## src/rtl/ds3_par_pkg.sv

```systemverilog
package ds3_par_pkg;
  // Kind of bit at the current frame position
  typedef enum logic [2:0] {
    SL_PAY,
    SL_OH,
    SL_P1,
    SL_P2,
    SL_C1,
    SL_C2,
    SL_C3
  } slot_t;

  // Slot locations (subframe, block) within the M-frame
  localparam int P1_SUB = 2;
  localparam int P2_SUB = 3;
  localparam int C_SUB  = 2;
  localparam int C1_BLK = 2;
  localparam int C2_BLK = 4;
  localparam int C3_BLK = 6;
endpackage

```

## src/rtl/ds3_frame_pos.sv

```systemverilog
module ds3_frame_pos
  import ds3_par_pkg::*;
#(
  parameter int SUBFRAMES = 7,
  parameter int BLOCKS    = 8,
  parameter int PAY_BITS  = 84
) (
  input  logic  clk,
  input  logic  rst,
  input  logic  bit_valid,
  input  logic  frame_start,
  output slot_t slot
);
  localparam int SW = $clog2(SUBFRAMES);
  localparam int BW = $clog2(BLOCKS);
  localparam int KW = $clog2(PAY_BITS + 1);
  localparam logic [SW-1:0] SUB_LAST = SW'(SUBFRAMES - 1);
  localparam logic [BW-1:0] BLK_LAST = BW'(BLOCKS - 1);
  localparam logic [KW-1:0] K_LAST   = KW'(PAY_BITS);

  logic [SW-1:0] sub_q, sub_c;
  logic [BW-1:0] blk_q, blk_c;
  logic [KW-1:0] k_q,   k_c;

  // Position of the bit on the input this cycle
  always_comb begin
    sub_c = frame_start ? '0 : sub_q;
    blk_c = frame_start ? '0 : blk_q;
    k_c   = frame_start ? '0 : k_q;
  end

  always_comb begin
    if (k_c != '0)                                          slot = SL_PAY;
    else if (blk_c == '0 && sub_c == SW'(P1_SUB))           slot = SL_P1;
    else if (blk_c == '0 && sub_c == SW'(P2_SUB))           slot = SL_P2;
    else if (sub_c == SW'(C_SUB) && blk_c == BW'(C1_BLK))   slot = SL_C1;
    else if (sub_c == SW'(C_SUB) && blk_c == BW'(C2_BLK))   slot = SL_C2;
    else if (sub_c == SW'(C_SUB) && blk_c == BW'(C3_BLK))   slot = SL_C3;
    else                                                    slot = SL_OH;
  end

  always_ff @(posedge clk) begin
    if (rst) begin
      sub_q <= '0;
      blk_q <= '0;
      k_q   <= '0;
    end else if (bit_valid) begin
      if (k_c == K_LAST) begin
        k_q <= '0;
        if (blk_c == BLK_LAST) begin
          blk_q <= '0;
          sub_q <= (sub_c == SUB_LAST) ? '0 : sub_c + 1'b1;
        end else begin
          blk_q <= blk_c + 1'b1;
          sub_q <= sub_c;
        end
      end else begin
        k_q   <= k_c + 1'b1;
        blk_q <= blk_c;
        sub_q <= sub_c;
      end
    end
  end
endmodule

```

## src/rtl/ds3_par_acc.sv

```systemverilog
module ds3_par_acc (
  input  logic clk,
  input  logic rst,
  input  logic bit_valid,
  input  logic frame_start,
  input  logic in_frame,
  input  logic is_pay,
  input  logic data,
  output logic held_par,
  output logic held_valid,
  output logic acc_valid
);
  logic acc_q;

  always_ff @(posedge clk) begin
    if (rst || !in_frame) begin
      acc_q      <= 1'b0;
      acc_valid  <= 1'b0;
      held_par   <= 1'b0;
      held_valid <= 1'b0;
    end else if (bit_valid) begin
      if (frame_start) begin
        // Close the finished frame; keep its parity only if it was locked from its start
        held_par   <= acc_valid & acc_q;
        held_valid <= acc_valid;
        acc_valid  <= 1'b1;
        acc_q      <= is_pay & data;
      end else if (is_pay) begin
        acc_q <= acc_q ^ data;
      end
    end
  end
endmodule

```

## src/rtl/ds3_par_check.sv

```systemverilog
module ds3_par_check
  import ds3_par_pkg::*;
(
  input  logic  clk,
  input  logic  rst,
  input  logic  bit_valid,
  input  slot_t slot,
  input  logic  data,
  input  logic  in_frame,
  input  logic  cbit_mode,
  input  logic  held_par,
  input  logic  held_valid,
  input  logic  acc_valid,
  output logic  p_err,
  output logic  p_mismatch,
  output logic  cp_err
);
  logic p1_q, c1_q, c2_q;
  logic chk_en;

  assign chk_en = in_frame & held_valid;

  always_ff @(posedge clk) begin
    if (rst) begin
      p1_q       <= 1'b0;
      c1_q       <= 1'b0;
      c2_q       <= 1'b0;
      p_err      <= 1'b0;
      p_mismatch <= 1'b0;
      cp_err     <= 1'b0;
    end else begin
      p_err      <= 1'b0;
      p_mismatch <= 1'b0;
      cp_err     <= 1'b0;
      if (bit_valid) begin
        unique case (slot)
          SL_P1: p1_q <= data;
          SL_C1: c1_q <= data;
          SL_C2: c2_q <= data;
          SL_P2: begin
            p_err      <= chk_en & ((p1_q != held_par) | (data != held_par));
            p_mismatch <= in_frame & acc_valid & (p1_q != data);
          end
          SL_C3: cp_err <= cbit_mode & chk_en &
                           ((c1_q != held_par) | (c2_q != held_par) | (data != held_par));
          default: ;
        endcase
      end
    end
  end
endmodule

```

## src/rtl/ds3_parity_gc.sv

```systemverilog
module ds3_parity_gc
  import ds3_par_pkg::*;
#(
  parameter int SUBFRAMES = 7,
  parameter int BLOCKS    = 8,
  parameter int PAY_BITS  = 84
) (
  input  logic clk,
  input  logic rst,
  input  logic bit_valid,
  input  logic frame_start,
  input  logic in_frame,
  input  logic rx_bit,
  input  logic cbit_mode,
  input  logic mid_net,
  output logic tx_bit,
  output logic tx_valid,
  output logic p_err,
  output logic p_mismatch,
  output logic cp_err
);
  slot_t slot;
  logic  held_par, held_valid, acc_valid;
  logic  tx_next;

  ds3_frame_pos #(
    .SUBFRAMES(SUBFRAMES),
    .BLOCKS   (BLOCKS),
    .PAY_BITS (PAY_BITS)
  ) u_pos (
    .clk        (clk),
    .rst        (rst),
    .bit_valid  (bit_valid),
    .frame_start(frame_start),
    .slot       (slot)
  );

  ds3_par_acc u_acc (
    .clk        (clk),
    .rst        (rst),
    .bit_valid  (bit_valid),
    .frame_start(frame_start),
    .in_frame   (in_frame),
    .is_pay     (slot == SL_PAY),
    .data       (rx_bit),
    .held_par   (held_par),
    .held_valid (held_valid),
    .acc_valid  (acc_valid)
  );

  ds3_par_check u_chk (
    .clk       (clk),
    .rst       (rst),
    .bit_valid (bit_valid),
    .slot      (slot),
    .data      (rx_bit),
    .in_frame  (in_frame),
    .cbit_mode (cbit_mode),
    .held_par  (held_par),
    .held_valid(held_valid),
    .acc_valid (acc_valid),
    .p_err     (p_err),
    .p_mismatch(p_mismatch),
    .cp_err    (cp_err)
  );

  // Slot rewrite: P always regenerated, CP only at a path terminal in C-bit mode
  always_comb begin
    unique case (slot)
      SL_P1, SL_P2:        tx_next = held_par;
      SL_C1, SL_C2, SL_C3: tx_next = (cbit_mode && !mid_net) ? held_par : rx_bit;
      default:             tx_next = rx_bit;
    endcase
  end

  always_ff @(posedge clk) begin
    if (rst) begin
      tx_bit   <= 1'b0;
      tx_valid <= 1'b0;
    end else begin
      tx_bit   <= bit_valid & tx_next;
      tx_valid <= bit_valid;
    end
  end
endmodule

```

## config.mk

```make
export PLATFORM = sky130hd
export DESIGN_NAME = ds3_parity_gc
export DESIGN_NICKNAME = d
export VERILOG_FILES = /design/src/rtl/ds3_par_pkg.sv /design/src/rtl/ds3_frame_pos.sv /design/src/rtl/ds3_par_acc.sv /design/src/rtl/ds3_par_check.sv /design/src/rtl/ds3_parity_gc.sv
export SDC_FILE = /design/constraint.sdc
export NUM_CORES = 1
export LEC_CHECK = 0
export BUFFER_PORTS_ARGS = -buffer_cell sky130_fd_sc_hd__buf_2
export CAP_MARGIN = 20
export CORE_ASPECT_RATIO = 1.1
export CORE_MARGIN = 1
export CORE_UTILIZATION = 50
export DETAILED_ROUTE_END_ITERATION = 6
export GPL_TIMING_DRIVEN = 0
export HOLD_SLACK_MARGIN = 0.12
export PLACE_DENSITY = 0.82
export SLEW_MARGIN = 5
export SYNTH_ARGS = -nofsm -noshare
export SYNTH_HDL_FRONTEND = slang
export SYNTH_SLANG_ARGS = --single-unit
```

## constraint.sdc

```tcl
create_clock -name clk -period 2.3 [get_ports clk]
set_input_delay 0.115 -clock clk [delete_from_list [all_inputs] [get_ports clk]]
set_output_delay 0.115 -clock clk [all_outputs]
set_load 0.05 [all_outputs]
```

==> reports/results.ini, run 1 <==
[clock_tree]
clk_pin_slew_worst_paths_ps = 150
cts-buffers-inserted = 3
ctsRootBufferMaster = clkbuf_4
cts_buffer_depth = 2
clock_latency_ps = 340
cts_sinks = 25
cts_max_level = 1
cts_tree = done

[logic_synthesis]
post_synth_num_cell_types = 39
syn_inst = 181
ys_ff_latch = 25
yosysSeqAreaShare = 0.348
synth_top_area_frac = 0.348
syn_area_mm2 = 0.00144
yosys_warnings = 0
yosysTopAreaCell = dfxtp_1
synth_nets = 194
synth_area_leaders = dfxtp_1 35%, nand2b_1 6.1%, a21oi_1 5.6%
syn_area_per_cell_um2 = 7.94

[worst_hold_path]
worstHoldPathType = in2reg

[sta]
setup_viol = 0
max_slew.worst_pin.slew_ps = 469
finalHoldViolCount = 0
rsz0062_at_grt = no
maxSlewViolCount = 0
hold_slack_ps = 187
skew_ps = 8.07
post-route-period-util = 0.920
slew_headroom = 0.683
worst_slack_ps = 183
max_freq_mhz = 472
period_minus_slack_ps = 2120

[cells_and_area]
nFillCells = 260
drive_gt1_frac = 0.112
final_net_count = 211
layout.area.seq_um2 = 500
fin_area_mm2 = 0.00159
final_cells = 230
area_growth_pct = 10.4
multiInputGateArea_um2 = 855
diodes = 0

[worst_setup_path]
cp_top_family = simple AND/OR/NAND/NOR gates
worstSetupStartpointType = input port
crit_type = in2reg
cp_num_buf_inv = 3
path_max_fanout = 10
critPathArrivalTime_ps = 2410
end_kind = flop
cp.required_ps = 2590
worst_path_largest_cell_delay_ps = 470
cp_slowest_cell = or3b_2
cp_cell_sequence = buf_6 > clkbuf_1 > clkbuf_2 > nand2b_1 > ha_1 > or3b_2 > and2_1 > nor4_1 > and3b_1 > mux2i_1

[place]
io_buffers = 9
gp_congestion = 0.839
place_ws_ps = -222
hpwl_um = 2190
placed_area_mm2 = 0.00152
dpl.cell_count = 223

[floorplanning]
std_cell_rows = 20
core_mm2 = 0.00275
ios = 13
die_h_um = 58.2
start_util = 0.522
dieArea_mm2 = 0.00309
die_w_um = 53.1

[outcome]
status = complete, no violations

[drt]
dr.pass1.iters = 4
drc = 0
drt_wl_total_um = 2970
wire_per_inst_um = 12.9
num_vias = 1329
drt_iter0_drc = 64
antenna_left = 0
drt-vias-per-instance = 5.78

[power]
fin_total_pwr_mw = 0.730
p_per_area_mw_per_mm2 = 460
irDropWorstVdd_v = 0.000429
p_leak_nw = 0.595

[global_routing]
overflow = 0
antenna_found_initial = 0
grt_pass1_wl_um = 5000
grt_use_total = 0.218
grt_pass1_vias = 1158
grt_max_degree = 16

[flow_run]
maxCapViolations = 0

==> Yosys cell counts <==
| master | number |
|---|---|
| o31ai_1 | 1 |
| o21bai_1 | 1 |
| and3_1 | 1 |
| nand4_1 | 5 |
| buf_6 | 2 |
| nor4bb_1 | 1 |
| ha_1 | 5 |
| a21oi_1 | 16 |
| o21ai_1 | 3 |
| a2111oi_0 | 1 |
| or4_1 | 1 |
| a22oi_1 | 1 |
| o22ai_1 | 1 |
| clkbuf_1 | 8 |
| or3_1 | 1 |
| xor2_1 | 1 |
| nand3_1 | 9 |
| o21ai_0 | 4 |
| nand3b_1 | 2 |
| and3b_1 | 1 |
| and4b_1 | 2 |
| mux2i_1 | 4 |
| nor4b_2 | 2 |
| nand2_1 | 15 |
| nand2b_1 | 14 |
| nor3b_1 | 3 |
| inv_1 | 8 |
| dfxtp_1 | 25 |
| or3b_2 | 1 |
| o2111ai_1 | 2 |
| nor3_1 | 6 |
| a32oi_1 | 3 |
| nor2b_1 | 2 |
| a41o_1 | 1 |
| nor2_1 | 20 |
| nor4_1 | 5 |
| or4b_4 | 1 |
| o211ai_2 | 1 |
| and2_1 | 1 |
==> stage by stage <==
stage                     TNS, ps  utilization
final                           0        0.576
after CTS                       0        0.575
after global routing            0        0.576
after global placement      -1020        0.554
after detailed placement    -1510        0.554
after floorplan                 0            -
==> layout make-up <==
class,instances,area share
inverter,8,0.0189
multi-input combinational,138,0.539
clock inverter,1,0.00473
buffer,10,0.0347
clock buffer,3,0.0142
sequential,25,0.315
timing repair buffer,12,0.0473
tap,33,0.0260
==> cell families after synthesis <==
family / after synthesis / synth area share
adder cells (fa/ha/maj): 5 / 0.0435
buffers and inverters: 18 / 0.0574
flip-flops: 25 / 0.348
AND/OR/NAND/NOR: 93 / 0.365
AO/OA/AOI/OAI: 35 / 0.152
XOR/XNOR: 1 / 0.00609
multiplexers: 4 / 0.0279
==> registers in the layout, summed over array words and instances (netlist names) <==
signal            count
u_pos.blk_q           3
u_acc.acc_q           1
u_pos.k_q             7
u_chk.p1_q            1
u_chk.c2_q            1
tx_bit                1
u_acc.acc_valid       1
u_acc.held_par        1
u_chk.cp_err          1
tx_valid              1
u_chk.p_err           1
u_pos.sub_q           3
u_acc.held_valid      1
u_chk.c1_q            1
u_chk.p_mismatch      1
==> per-layer routing <==
metal | track usage | share of wire | up-vias
met5 | 0 | 0 | -
met4 | 0.0977 | 0.018 | 0
met3 | 0.0262 | 0.031 | 5
met2 | 0.360 | 0.48 | 26
met1 | 0.280 | 0.47 | 614
li1 | - | - | 684
==> timing repair <==
item / 4_1_cts / 5_1_grt
hold buffers: 3 / 0
resized for setup: 0 / 4
hold endpoints to repair: 8 / 0
buffers inserted: 0 / 0
setup endpoints to repair: 0 / 9
==> power breakdown <==
| part | switching (mW) | total, mW | internal, mW |
|---|---|---|---|
| Combinational | 0.0469 | 0.0733 | 0.0264 |
| Sequential | 0.00287 | 0.441 | 0.438 |
| Clock | 0.150 | 0.216 | 0.0669 |
==> worst paths after layout <==
check,start,to,slack [ps],depth (start not counted)
setup / recovery,frame_start,u_chk.c1_q,180,10
hold / removal,rst,u_pos.k_q[1],190,2
setup reg to reg,u_pos.blk_q[1],u_chk.c1_q,180,7
hold reg to reg,u_acc.held_valid,u_acc.held_valid,470,2
==> cells in the final DEF (no fill, tap or decap), types with 4 or more instances in the layout <==
| cell type | synthesis | layout |
|---|---|---|
| mux2i_1 | 4 | 4 |
| nand4_1 | 5 | 5 |
| dfxtp_1 | 25 | 25 |
| nand2b_1 | 14 | 14 |
| a21oi_1 | 16 | 16 |
| buf_2 | 0 | 9 |
| nor3_1 | 6 | 6 |
| nor4_1 | 5 | 5 |
| nand2_1 | 15 | 15 |
| clkbuf_1 | 8 | 6 |
| ha_1 | 5 | 5 |
| o21ai_0 | 4 | 4 |
| inv_1 | 8 | 8 |
| nand3_1 | 9 | 9 |
| nor2_1 | 20 | 20 |
(Power assumes the default switching activity.)
==> run 2: changes to the inputs <==
--- a/config.mk
+++ b/config.mk
@@ -5,15 +5,16 @@
 export SDC_FILE = /design/constraint.sdc
 export NUM_CORES = 1
 export LEC_CHECK = 0
-export BUFFER_PORTS_ARGS = -buffer_cell sky130_fd_sc_hd__buf_2
+export BUFFER_PORTS_ARGS = -buffer_cell sky130_fd_sc_hd__buf_4
 export CAP_MARGIN = 20
 export CORE_ASPECT_RATIO = 1.1
 export CORE_MARGIN = 1
 export CORE_UTILIZATION = 50
 export DETAILED_ROUTE_END_ITERATION = 6
 export GPL_TIMING_DRIVEN = 0
-export HOLD_SLACK_MARGIN = 0.12
+export HOLD_SLACK_MARGIN = 0.1
 export PLACE_DENSITY = 0.82
+export RECOVER_POWER = 50
 export SLEW_MARGIN = 5
 export SYNTH_ARGS = -nofsm -noshare
 export SYNTH_HDL_FRONTEND = slang
==> run 2 against run 1 <==
Compared with the run above: sequential power about the same; critical path depth unchanged; final cell count unchanged; power is 0.53% lower; routed wire length grew 8.0%; utilization unchanged; maximum frequency is 2.5% lower; global-route usage rose by 1.8 points; die area did not move.
==> reports/results.ini, run 2 (same netlist as run 1, synthesis figures left out) <==
[drt]
dr.pass1.iters = 4  ; unchanged
num_vias = 1377  ; +3.6%
antenna_left = 0  ; unchanged
drt_wl_total_um = 3210  ; +8.0%
drc = 0  ; unchanged
wire_per_inst_um = 14.0  ; +8.0%
drt-vias-per-instance = 5.99  ; +3.6%
drt_iter0_drc = 47  ; -27%

[sta]
period_minus_slack_ps = 2170  ; +54.6 ps
setup_viol = 0  ; unchanged
skew_ps = 9.99  ; +1.93 ps
max_freq_mhz = 461  ; -2.5%
rsz0062_at_grt = no
post-route-period-util = 0.944  ; +0.0237
max_slew.worst_pin.slew_ps = 654  ; +185 ps
worst_slack_ps = 129  ; -54.6 ps
slew_headroom = 0.562  ; -0.121
maxSlewViolCount = 0  ; unchanged
hold_slack_ps = 184  ; -2.50 ps
finalHoldViolCount = 0  ; unchanged

[floorplanning]
die_w_um = 53.1  ; unchanged
std_cell_rows = 20  ; unchanged
dieArea_mm2 = 0.00309  ; unchanged
core_mm2 = 0.00275  ; unchanged
start_util = 0.522  ; unchanged
die_h_um = 58.2  ; unchanged
ios = 13  ; unchanged

[global_routing]
grt_max_degree = 16  ; unchanged
antenna_found_initial = 0  ; unchanged
grt_pass1_vias = 1258  ; +8.6%
grt_use_total = 0.236  ; +0.0180
overflow = 0  ; unchanged
grt_pass1_wl_um = 5450  ; +9.1%

[cells_and_area]
final_common_cell = dfxtp_1
regMostFlops = u_pos.k_q
final_net_count = 211  ; unchanged
final_util = 0.576  ; unchanged
top_regs = u_pos.k_q: 7 flops, u_pos.blk_q: 3 flops, u_pos.sub_q: 3 flops
mostFrequentLayoutCells = 25 x dfxtp_1, 20 x nor2_1, 16 x a21oi_1
nFillCells = 253  ; -2.7%
largest_register_ffs = 7  ; unchanged
diodes = 0  ; unchanged
drive_gt1_frac = 0.0761  ; -0.0355
area_growth_pct = 10.4  ; unchanged

[power]
irDropWorstVdd_v = 0.000333  ; -23%
fin_total_pwr_mw = 0.726  ; -0.53%
p_leak_nw = 0.565  ; -4.9%
p_per_area_mw_per_mm2 = 458  ; -0.53%

[worst_setup_path]
r2r-start = u_pos.blk_q[0]
end_kind = flop
crit_type = in2reg
path_max_fanout = 10  ; unchanged
critPathArrivalTime_ps = 2450  ; +40 ps
startpoint = frame_start
cp.required_ps = 2580  ; about the same
worstSetupStartpointType = input port
worstRegToRegCells = 7  ; unchanged

[worst_hold_path]
worstHoldPathType = in2reg
holdPathStages = 2  ; unchanged
hold_path_startpoint = rst

[clock_tree]
cts_tree = done
cts-buffers-inserted = 3  ; unchanged
cts_max_level = 1  ; unchanged
ctsRootBufferMaster = clkbuf_4
cts_sinks = 25  ; unchanged
clock_latency_ps = 330  ; about the same
cts_buffer_depth = 2  ; unchanged
clk_pin_slew_worst_paths_ps = 150  ; about the same

[place]
gp_congestion = 0.793  ; -5.4%
hpwl_um = 2380  ; +8.7%
place_ws_ps = -294  ; -71.5 ps
io_buffers = 9  ; unchanged

[flow_run]
maxCapViolations = 0  ; unchanged

[outcome]
status = complete, no violations

==> run 2: worst paths after layout <==
| kind | endpoint | slack [ps] |
|---|---|---|
| setup / recovery | u_chk.c1_q | 130 |
| hold / removal | u_pos.k_q[0] | 180 |
| setup reg to reg | u_chk.c1_q | 180 |
| hold reg to reg | u_acc.held_valid | 470 |
==> run 2: layer usage <==
layer  global-route usage  wire (um)  vias up
li1                     -          -      688
met1                0.282       1440      651
met2                0.396       1600       27
met3               0.0367         87       11
met4                0.132         82        0
met5                    0          0        -
==> run 2: layout make-up <==
type                       instances  area, um^2  area share
multi-input combinational        138         856       0.539
clock buffer                       3        22.5      0.0142
tap                               33        41.3      0.0260
sequential                        25         500       0.315
clock inverter                     1        7.51     0.00473
timing repair buffer              12        75.1      0.0473
inverter                           8        30.0      0.0189
buffer                            10        53.8      0.0339
==> run 2: per-stage QoR <==
stage	cells	instance area, um^2	TNS [ps]
6_report	230	1590	0
5_1_grt	230	1590	0
4_1_cts	230	1610	0
3_5_place_dp	223	1550	-1700
3_3_place_gp	223	1550	-1050
2_1_floorplan	181	1440	0
==> run 2: power by group <==
| group | switching, mW | internal [mW] | leakage [nW] |
|---|---|---|---|
| sequential | 0.00295 | 0.438 | 0.202 |
| combinational | 0.0485 | 0.0270 | 0.349 |
| clock | 0.144 | 0.0667 | 0.0139 |
==> run 2: what timing repair did <==
action / 4_1_cts / 5_1_grt
buffers inserted: 0 / 0
gates resized for setup: 0 / 3
hold buffers: 3 / 0
hold endpoints to repair: 7 / 0
setup endpoints to repair: 0 / 7
==> run 2: critical path, stage by stage <==
cell and delay [ps]:
buf_6 120, clkbuf_1 210, clkbuf_2 250, nand2b_1 180
ha_1 270, or3b_2 470, and2_1 170, nor4_1 260
and3b_1 240, mux2i_1 170
